$ cat src/rtl/tlto_pkg.sv
package tlto_pkg;

  typedef enum logic [2:0] {
    ST_OFF  = 3'd0,
    ST_DUMP = 3'd1,
    ST_CHG  = 3'd2,
    ST_ON   = 3'd3,
    ST_ODLY = 3'd4,
    ST_PLAT = 3'd5
  } seq_st_e;

  localparam logic [1:0] LV_OFF  = 2'b00;
  localparam logic [1:0] LV_PLAT = 2'b01;
  localparam logic [1:0] LV_ON   = 2'b10;

  function automatic logic [1:0] lvl_of(input seq_st_e s);
    logic [1:0] v;
    case (s)
      ST_ON, ST_ODLY: v = LV_ON;
      ST_PLAT:        v = LV_PLAT;
      default:        v = LV_OFF;
    endcase
    return v;
  endfunction

endpackage

$ cat src/rtl/tlto_down_tmr.sv
module tlto_down_tmr #(
  parameter int W = 8
) (
  input  logic         clk,
  input  logic         rst,
  input  logic         ld,
  input  logic [W-1:0] ld_val,
  output logic         zero
);
  logic [W-1:0] cnt;

  always_ff @(posedge clk) begin
    if (rst) begin
      cnt <= '0;
    end else if (ld) begin
      cnt <= ld_val;
    end else if (cnt != '0) begin
      cnt <= cnt - W'(1);
    end
  end

  assign zero = (cnt == '0);
endmodule

$ cat src/rtl/tlto_hold_meas.sv
module tlto_hold_meas #(
  parameter int W = 8
) (
  input  logic         clk,
  input  logic         rst,
  input  logic         clr,
  input  logic         run,
  input  logic         cap,
  output logic [W-1:0] hold
);
  localparam logic [W-1:0] SAT = '1;

  logic [W-1:0] meas;
  logic [W-1:0] meas_nx;

  assign meas_nx = (meas == SAT) ? SAT : meas + W'(1);

  always_ff @(posedge clk) begin
    if (rst) begin
      meas <= '0;
      hold <= SAT;
    end else begin
      if (clr) begin
        meas <= '0;
      end else if (run) begin
        meas <= meas_nx;
      end
      if (cap) begin
        hold <= meas_nx;
      end
    end
  end
endmodule

$ cat src/rtl/tlto_ring_guard.sv
module tlto_ring_guard #(
  parameter int LIMIT = 3
) (
  input  logic clk,
  input  logic rst,
  input  logic clr,
  input  logic inc,
  output logic full
);
  localparam int RW = $clog2(LIMIT + 1);

  logic [RW-1:0] cnt;

  always_ff @(posedge clk) begin
    if (rst || clr) begin
      cnt <= '0;
    end else if (inc && !full) begin
      cnt <= cnt + RW'(1);
    end
  end

  assign full = (cnt == RW'(LIMIT));
endmodule

$ cat src/rtl/tlto_seq.sv
module tlto_seq #(
  parameter int CNT_W     = 8,
  parameter int DUMP_CYC  = 10,
  parameter int PROP_CYC  = 4,
  parameter int DESAT_CYC = 6,
  parameter int RING_MAX  = 3
) (
  input  logic       clk,
  input  logic       rst,
  input  logic       cmd_on,
  input  logic       cmp_mid,
  input  logic       cmp_ref,
  input  logic       desat_trip,
  input  logic       uv_prim,
  input  logic       uv_sec,
  input  logic       link_fail,
  output logic [1:0] drv_lvl,
  output logic       cap_dump,
  output logic       src_main,
  output logic       src_boost
);
  import tlto_pkg::*;

  localparam int DMAX = (DUMP_CYC > PROP_CYC)
                      ? ((DUMP_CYC > DESAT_CYC) ? DUMP_CYC : DESAT_CYC)
                      : ((PROP_CYC > DESAT_CYC) ? PROP_CYC : DESAT_CYC);
  localparam int DW = $clog2(DMAX + 1);
  localparam int TW = (CNT_W > DW) ? CNT_W : DW;

  seq_st_e        st, st_d;
  logic           cause, cause_d;
  logic           lock, lock_d;
  logic           boost_q, boost_d;
  logic           ld;
  logic [TW-1:0]  ld_val;
  logic           tmr_zero;
  logic           ring_inc, ring_full;
  logic           meas_clr, meas_run, meas_cap;
  logic [CNT_W-1:0] hold;
  logic           err;

  assign err = uv_prim | uv_sec | link_fail;

  tlto_down_tmr #(.W(TW)) u_tmr (
    .clk(clk), .rst(rst), .ld(ld), .ld_val(ld_val), .zero(tmr_zero)
  );

  tlto_hold_meas #(.W(CNT_W)) u_meas (
    .clk(clk), .rst(rst), .clr(meas_clr), .run(meas_run),
    .cap(meas_cap), .hold(hold)
  );

  tlto_ring_guard #(.LIMIT(RING_MAX)) u_ring (
    .clk(clk), .rst(rst), .clr(st == ST_OFF), .inc(ring_inc), .full(ring_full)
  );

  assign meas_run = (st == ST_DUMP) || (st == ST_CHG);

  always_comb begin
    st_d     = st;
    cause_d  = cause;
    lock_d   = lock & cmd_on;
    ld       = 1'b0;
    ld_val   = '0;
    ring_inc = 1'b0;
    meas_clr = 1'b0;
    meas_cap = 1'b0;
    if (err) begin
      st_d   = ST_OFF;
      lock_d = 1'b1;
    end else begin
      case (st)
        ST_OFF: begin
          if (cmd_on && !lock) begin
            st_d     = ST_DUMP;
            ld       = 1'b1;
            ld_val   = TW'(DUMP_CYC - 1);
            meas_clr = 1'b1;
          end
        end
        ST_DUMP: begin
          if (!cmd_on)       st_d = ST_OFF;
          else if (tmr_zero) st_d = ST_CHG;
        end
        ST_CHG: begin
          if (!cmd_on) begin
            st_d = ST_OFF;
          end else if (cmp_ref) begin
            st_d     = ST_ON;
            meas_cap = 1'b1;
          end
        end
        ST_ON: begin
          if (desat_trip) begin
            st_d    = ST_ODLY;
            ld      = 1'b1;
            ld_val  = TW'(DESAT_CYC - 1);
            cause_d = 1'b1;
          end else if (!cmd_on) begin
            st_d    = ST_ODLY;
            ld      = 1'b1;
            ld_val  = TW'(PROP_CYC - 1);
            cause_d = 1'b0;
          end
        end
        ST_ODLY: begin
          if (tmr_zero) begin
            st_d   = ST_PLAT;
            ld     = 1'b1;
            ld_val = TW'(hold) - TW'(1);
          end
        end
        ST_PLAT: begin
          if (tmr_zero) begin
            if (cmd_on && !cause && !ring_full) begin
              st_d     = ST_ON;
              ring_inc = 1'b1;
            end else begin
              st_d   = ST_OFF;
              lock_d = cmd_on;
            end
          end
        end
        default: st_d = ST_OFF;
      endcase
    end
  end

  assign boost_d = (st_d == ST_CHG) && (boost_q || ((st == ST_CHG) && cmp_mid));

  always_ff @(posedge clk) begin
    if (rst) begin
      st        <= ST_OFF;
      cause     <= 1'b0;
      lock      <= 1'b0;
      boost_q   <= 1'b0;
      drv_lvl   <= LV_OFF;
      cap_dump  <= 1'b0;
      src_main  <= 1'b0;
      src_boost <= 1'b0;
    end else begin
      st        <= st_d;
      cause     <= cause_d;
      lock      <= lock_d;
      boost_q   <= boost_d;
      drv_lvl   <= lvl_of(st_d);
      cap_dump  <= (st_d == ST_DUMP);
      src_main  <= (st_d == ST_CHG) && !boost_d;
      src_boost <= boost_d;
    end
  end
endmodule

$ cat config.mk
export PLATFORM = sky130hd
export DESIGN_NAME = tlto_seq
export DESIGN_NICKNAME = d
export VERILOG_FILES = /design/src/rtl/tlto_pkg.sv /design/src/rtl/tlto_down_tmr.sv /design/src/rtl/tlto_hold_meas.sv /design/src/rtl/tlto_ring_guard.sv /design/src/rtl/tlto_seq.sv
export SDC_FILE = /design/constraint.sdc
export NUM_CORES = 1
export LEC_CHECK = 0
export BUFFER_PORTS_ARGS = -buffer_cell sky130_fd_sc_hd__buf_2
export CAP_MARGIN = 20
export CORE_MARGIN = 10
export CORE_UTILIZATION = 55
export CTS_CLUSTER_SIZE = 20
export DETAILED_ROUTE_END_ITERATION = 7
export GPL_TIMING_DRIVEN = 0
export PLACE_DENSITY = 0.73
export SLEW_MARGIN = 20
export SYNTH_ARGS = -nofsm -noshare
export SYNTH_HDL_FRONTEND = slang
export SYNTH_SLANG_ARGS = --single-unit
$ cat constraint.sdc
create_clock -name clk -period 3.1 [get_ports clk]
set_input_delay 0.155 -clock clk [delete_from_list [all_inputs] [get_ports clk]]
set_output_delay 0.155 -clock clk [all_outputs]
set_load 0.005 [all_outputs]
==> out/metrics.yaml <==
clocking:
  cts_root_buf: "clkbuf_8"
  cts_tree: "done"
  cts.sinks: 36
  cts_made_buffers: 5
  cts_max_level: 2
  ctsHoldBuffers: 0
  cts_resized: 0
  cts_setup_buffers: 0
  clk_latency_ns: 0.29
  cts.path.max_buffers: 2
  clkTransAtPathRegs_ns: 0.08
layout:
  drive_gt1_share_pct: 12.2
  layout.nets: 283
  final.fill_count: 342
  num_antenna_cells: 0
  syn_to_final_growth_pct: 9.98
  layout.cells.non_filler: 318
pwr:
  power_density_mw_per_mm2: 597
  ir_worst_vdd_mv: 0.335
  p_leak_nw: 0.836
timing:
  whs_ns: 0.164
  max_freq_ghz: 0.460
  drv_slew: 0
  finalCriticalPeriod_ns: 2.17
  period_share_pct: 70.1
  tns_ns: 0
  hold_violations: 0
  tightest_slew_ns: 0.882
  setup-violations-final: 0
  skew_ns: 0.00737
  grt_setup_unrepaired: "false"
  slew_headroom_pct: 40.7
synth:
  netlist.area_leader.share_pct: 34.2
  yosys_register_bits: 36
  netlist_area_mm2: 0.00211
  ys_async_sr_fraction_pct: 0
  synth_flop_cell: "dfxtp_1"
  ys_types: 59
  synth_compound_area_share_pct: 19.0
  synthAdderAreaFrac_pct: 2.97
  syn_inst: 250
  avgSynthCellArea_um2: 8.42
  synth.area.top_cells: "dfxtp_1 34%, xnor2_1 4.2%, a21oi_1 4.0%"
  synth.most_common_cell: "dfxtp_1"
  synth_top_family_by_area: "simple AND/OR/NAND/NOR gates"
  yosys-top-cells-count: "36 x dfxtp_1, 22 x nor2_1, 18 x nand2_1"
  yosysTopAreaCell: "dfxtp_1"
  yosysSeqAreaShare_pct: 34.2
  synth_edf_count: 0
  synth_warnings: 0
  syn_nets: 264
  synth_xor_area_share_pct: 6.24
  synthSimpleGateAreaFrac_pct: 28.4
  synth_mux_area_share_pct: 4.87
detailed_routing:
  vias: 1865
  wl_per_cell_um: 14.9
  drc_errors: 0
  via_per_inst: 5.86
  antenna_left: 0
  dr.pass1.iters: 4
  wl_um: 4750
  initialDrtViolationCount: 155
grt:
  grt_max_degree: 11
  grt_pass1_wl_um: 8090
  grt_antenna_before_repair: 0
  grtUsageTotal_pct: 15.3
  gr-total-overflow: 0
  grt_pass1_vias: 1731
critical_path:
  cp-start-kind: "flip-flop"
  r2r_setup_slack_ns: 0.93
  worstPathRequired_ns: 3.27
  r2r_end: "u_ring.cnt[1]"
  crit_path_max_fanout: 6
  arrival_ns: 2.34
  ff2ff_path_depth: 7
  path_class: "flip-flop to flip-flop"
  r2r_start: "u_tmr.cnt[0]"
  end_kind: "flip-flop"
floorplanning:
  initial_utilization_pct: 57.1
  core_area_mm2: 0.00369
  die_h_um: 81.9
  ios: 14
  rows: 22
  die_area_mm2: 0.00670
  die_w_um: 81.9
place:
  portBuffers: 12
  hpwl_um: 3580
  place.gp.congestion: 0.917
  dp.cells: 310
min_path:
  hold_depth: 3
  hp-class: "input port to flip-flop"
  worstHoldEndpoint: "cause"
  min_from: "desat_trip"
job:
  cap_violations: 0
status:
  status: "completed"
[cell families after synthesis]
family,Yosys count
AND/OR/NAND/NOR,106
buffers and inverters,20
flip-flops,36
AO/OA/AOI/OAI,58
multiplexers,10
XOR/XNOR,15
adder cells (fa/ha/maj),5
[power breakdown]
| group | internal, mW | total [mW] | leakage (nW) | switching (mW) |
|---|---|---|---|---|
| clock | 0.181 | 0.351 | 0.0455 | 0.170 |
| combinational | 0.204 | 0.454 | 0.498 | 0.250 |
| sequential | 0.513 | 0.576 | 0.292 | 0.0633 |
| total | 0.899 | 1.38 | 0.836 | 0.483 |
[worst max-delay path by stage]
stage,endpoint,slack (ns),from
detailed placement,u_tmr.cnt[5],0.97,u_tmr.cnt[0]
global route,u_ring.cnt[1],0.76,u_tmr.cnt[0]
CTS,u_tmr.cnt[5],0.95,u_tmr.cnt[0]
global placement,u_tmr.cnt[5],0.98,u_tmr.cnt[0]
finish,u_ring.cnt[1],0.93,u_tmr.cnt[0]
floorplan,src_main,1.16,u_ring.cnt[0]
[layout by cell type, fill, tap and decap left out, drive strengths merged, types with 4 or more instances in the layout]
master	count
nor2b	6
nand2	18
clkbuf	13
nor4	4
buf	18
nand4	4
a21oi	17
nand3b	5
nand3	9
ha	5
o21a	6
xor2	5
nor2	23
nor3	15
xnor2	10
mux2i	8
inv	9
dfxtp	36
o21ai	10
[flip-flops by register name, summed over array words and instances, names as in the netlist]
signal / count
cap_dump: 1
boost_q: 1
u_ring.cnt: 2
st: 3
lock: 1
drv_lvl: 2
u_meas.meas: 8
u_tmr.cnt: 8
src_main: 1
cause: 1
u_meas.hold: 8
[layout make-up]
class                      count  area, µm²  share of cell area, %
timing repair buffer          12       60.1                   2.59
tap                           48       60.1                   2.59
multi-input combinational    194       1290                   55.9
sequential                    36        721                   31.1
buffer                        11       56.3                   2.43
inverter                       9       33.8                   1.46
clock buffer                   8       90.1                   3.89
[stage by stage]
stage          setup slack (ns)  power, mW  util [%]  area [µm²]
3_3_place_gp              0.977       1.03      60.3        2230
3_5_place_dp              0.969       1.04      60.3        2230
4_1_cts                   0.945       1.39      62.8        2320
6_report                  0.927       1.38      62.8        2320
5_1_grt                   0.760       1.47      62.8        2320
2_1_floorplan              1.16      0.942         -        2110
[critical path: stages, from the launching register on]
cell,delay (ns)
dfxtp_1,0.36
inv_1,0.09
ha_1,0.14
nor3b_2,0.41
nand2_1,0.21
nor4_1,0.54
mux2i_1,0.25
nor3_1,0.05
[metal layers]
layer  global-route usage [%]  share of wire [%]
met1                     19.3                 45
met2                     24.3                 48
met3                     4.48                5.2
met4                     5.27                1.3
met5                        0                  0
No activity file was read; power rests on OpenSTA's default activity.
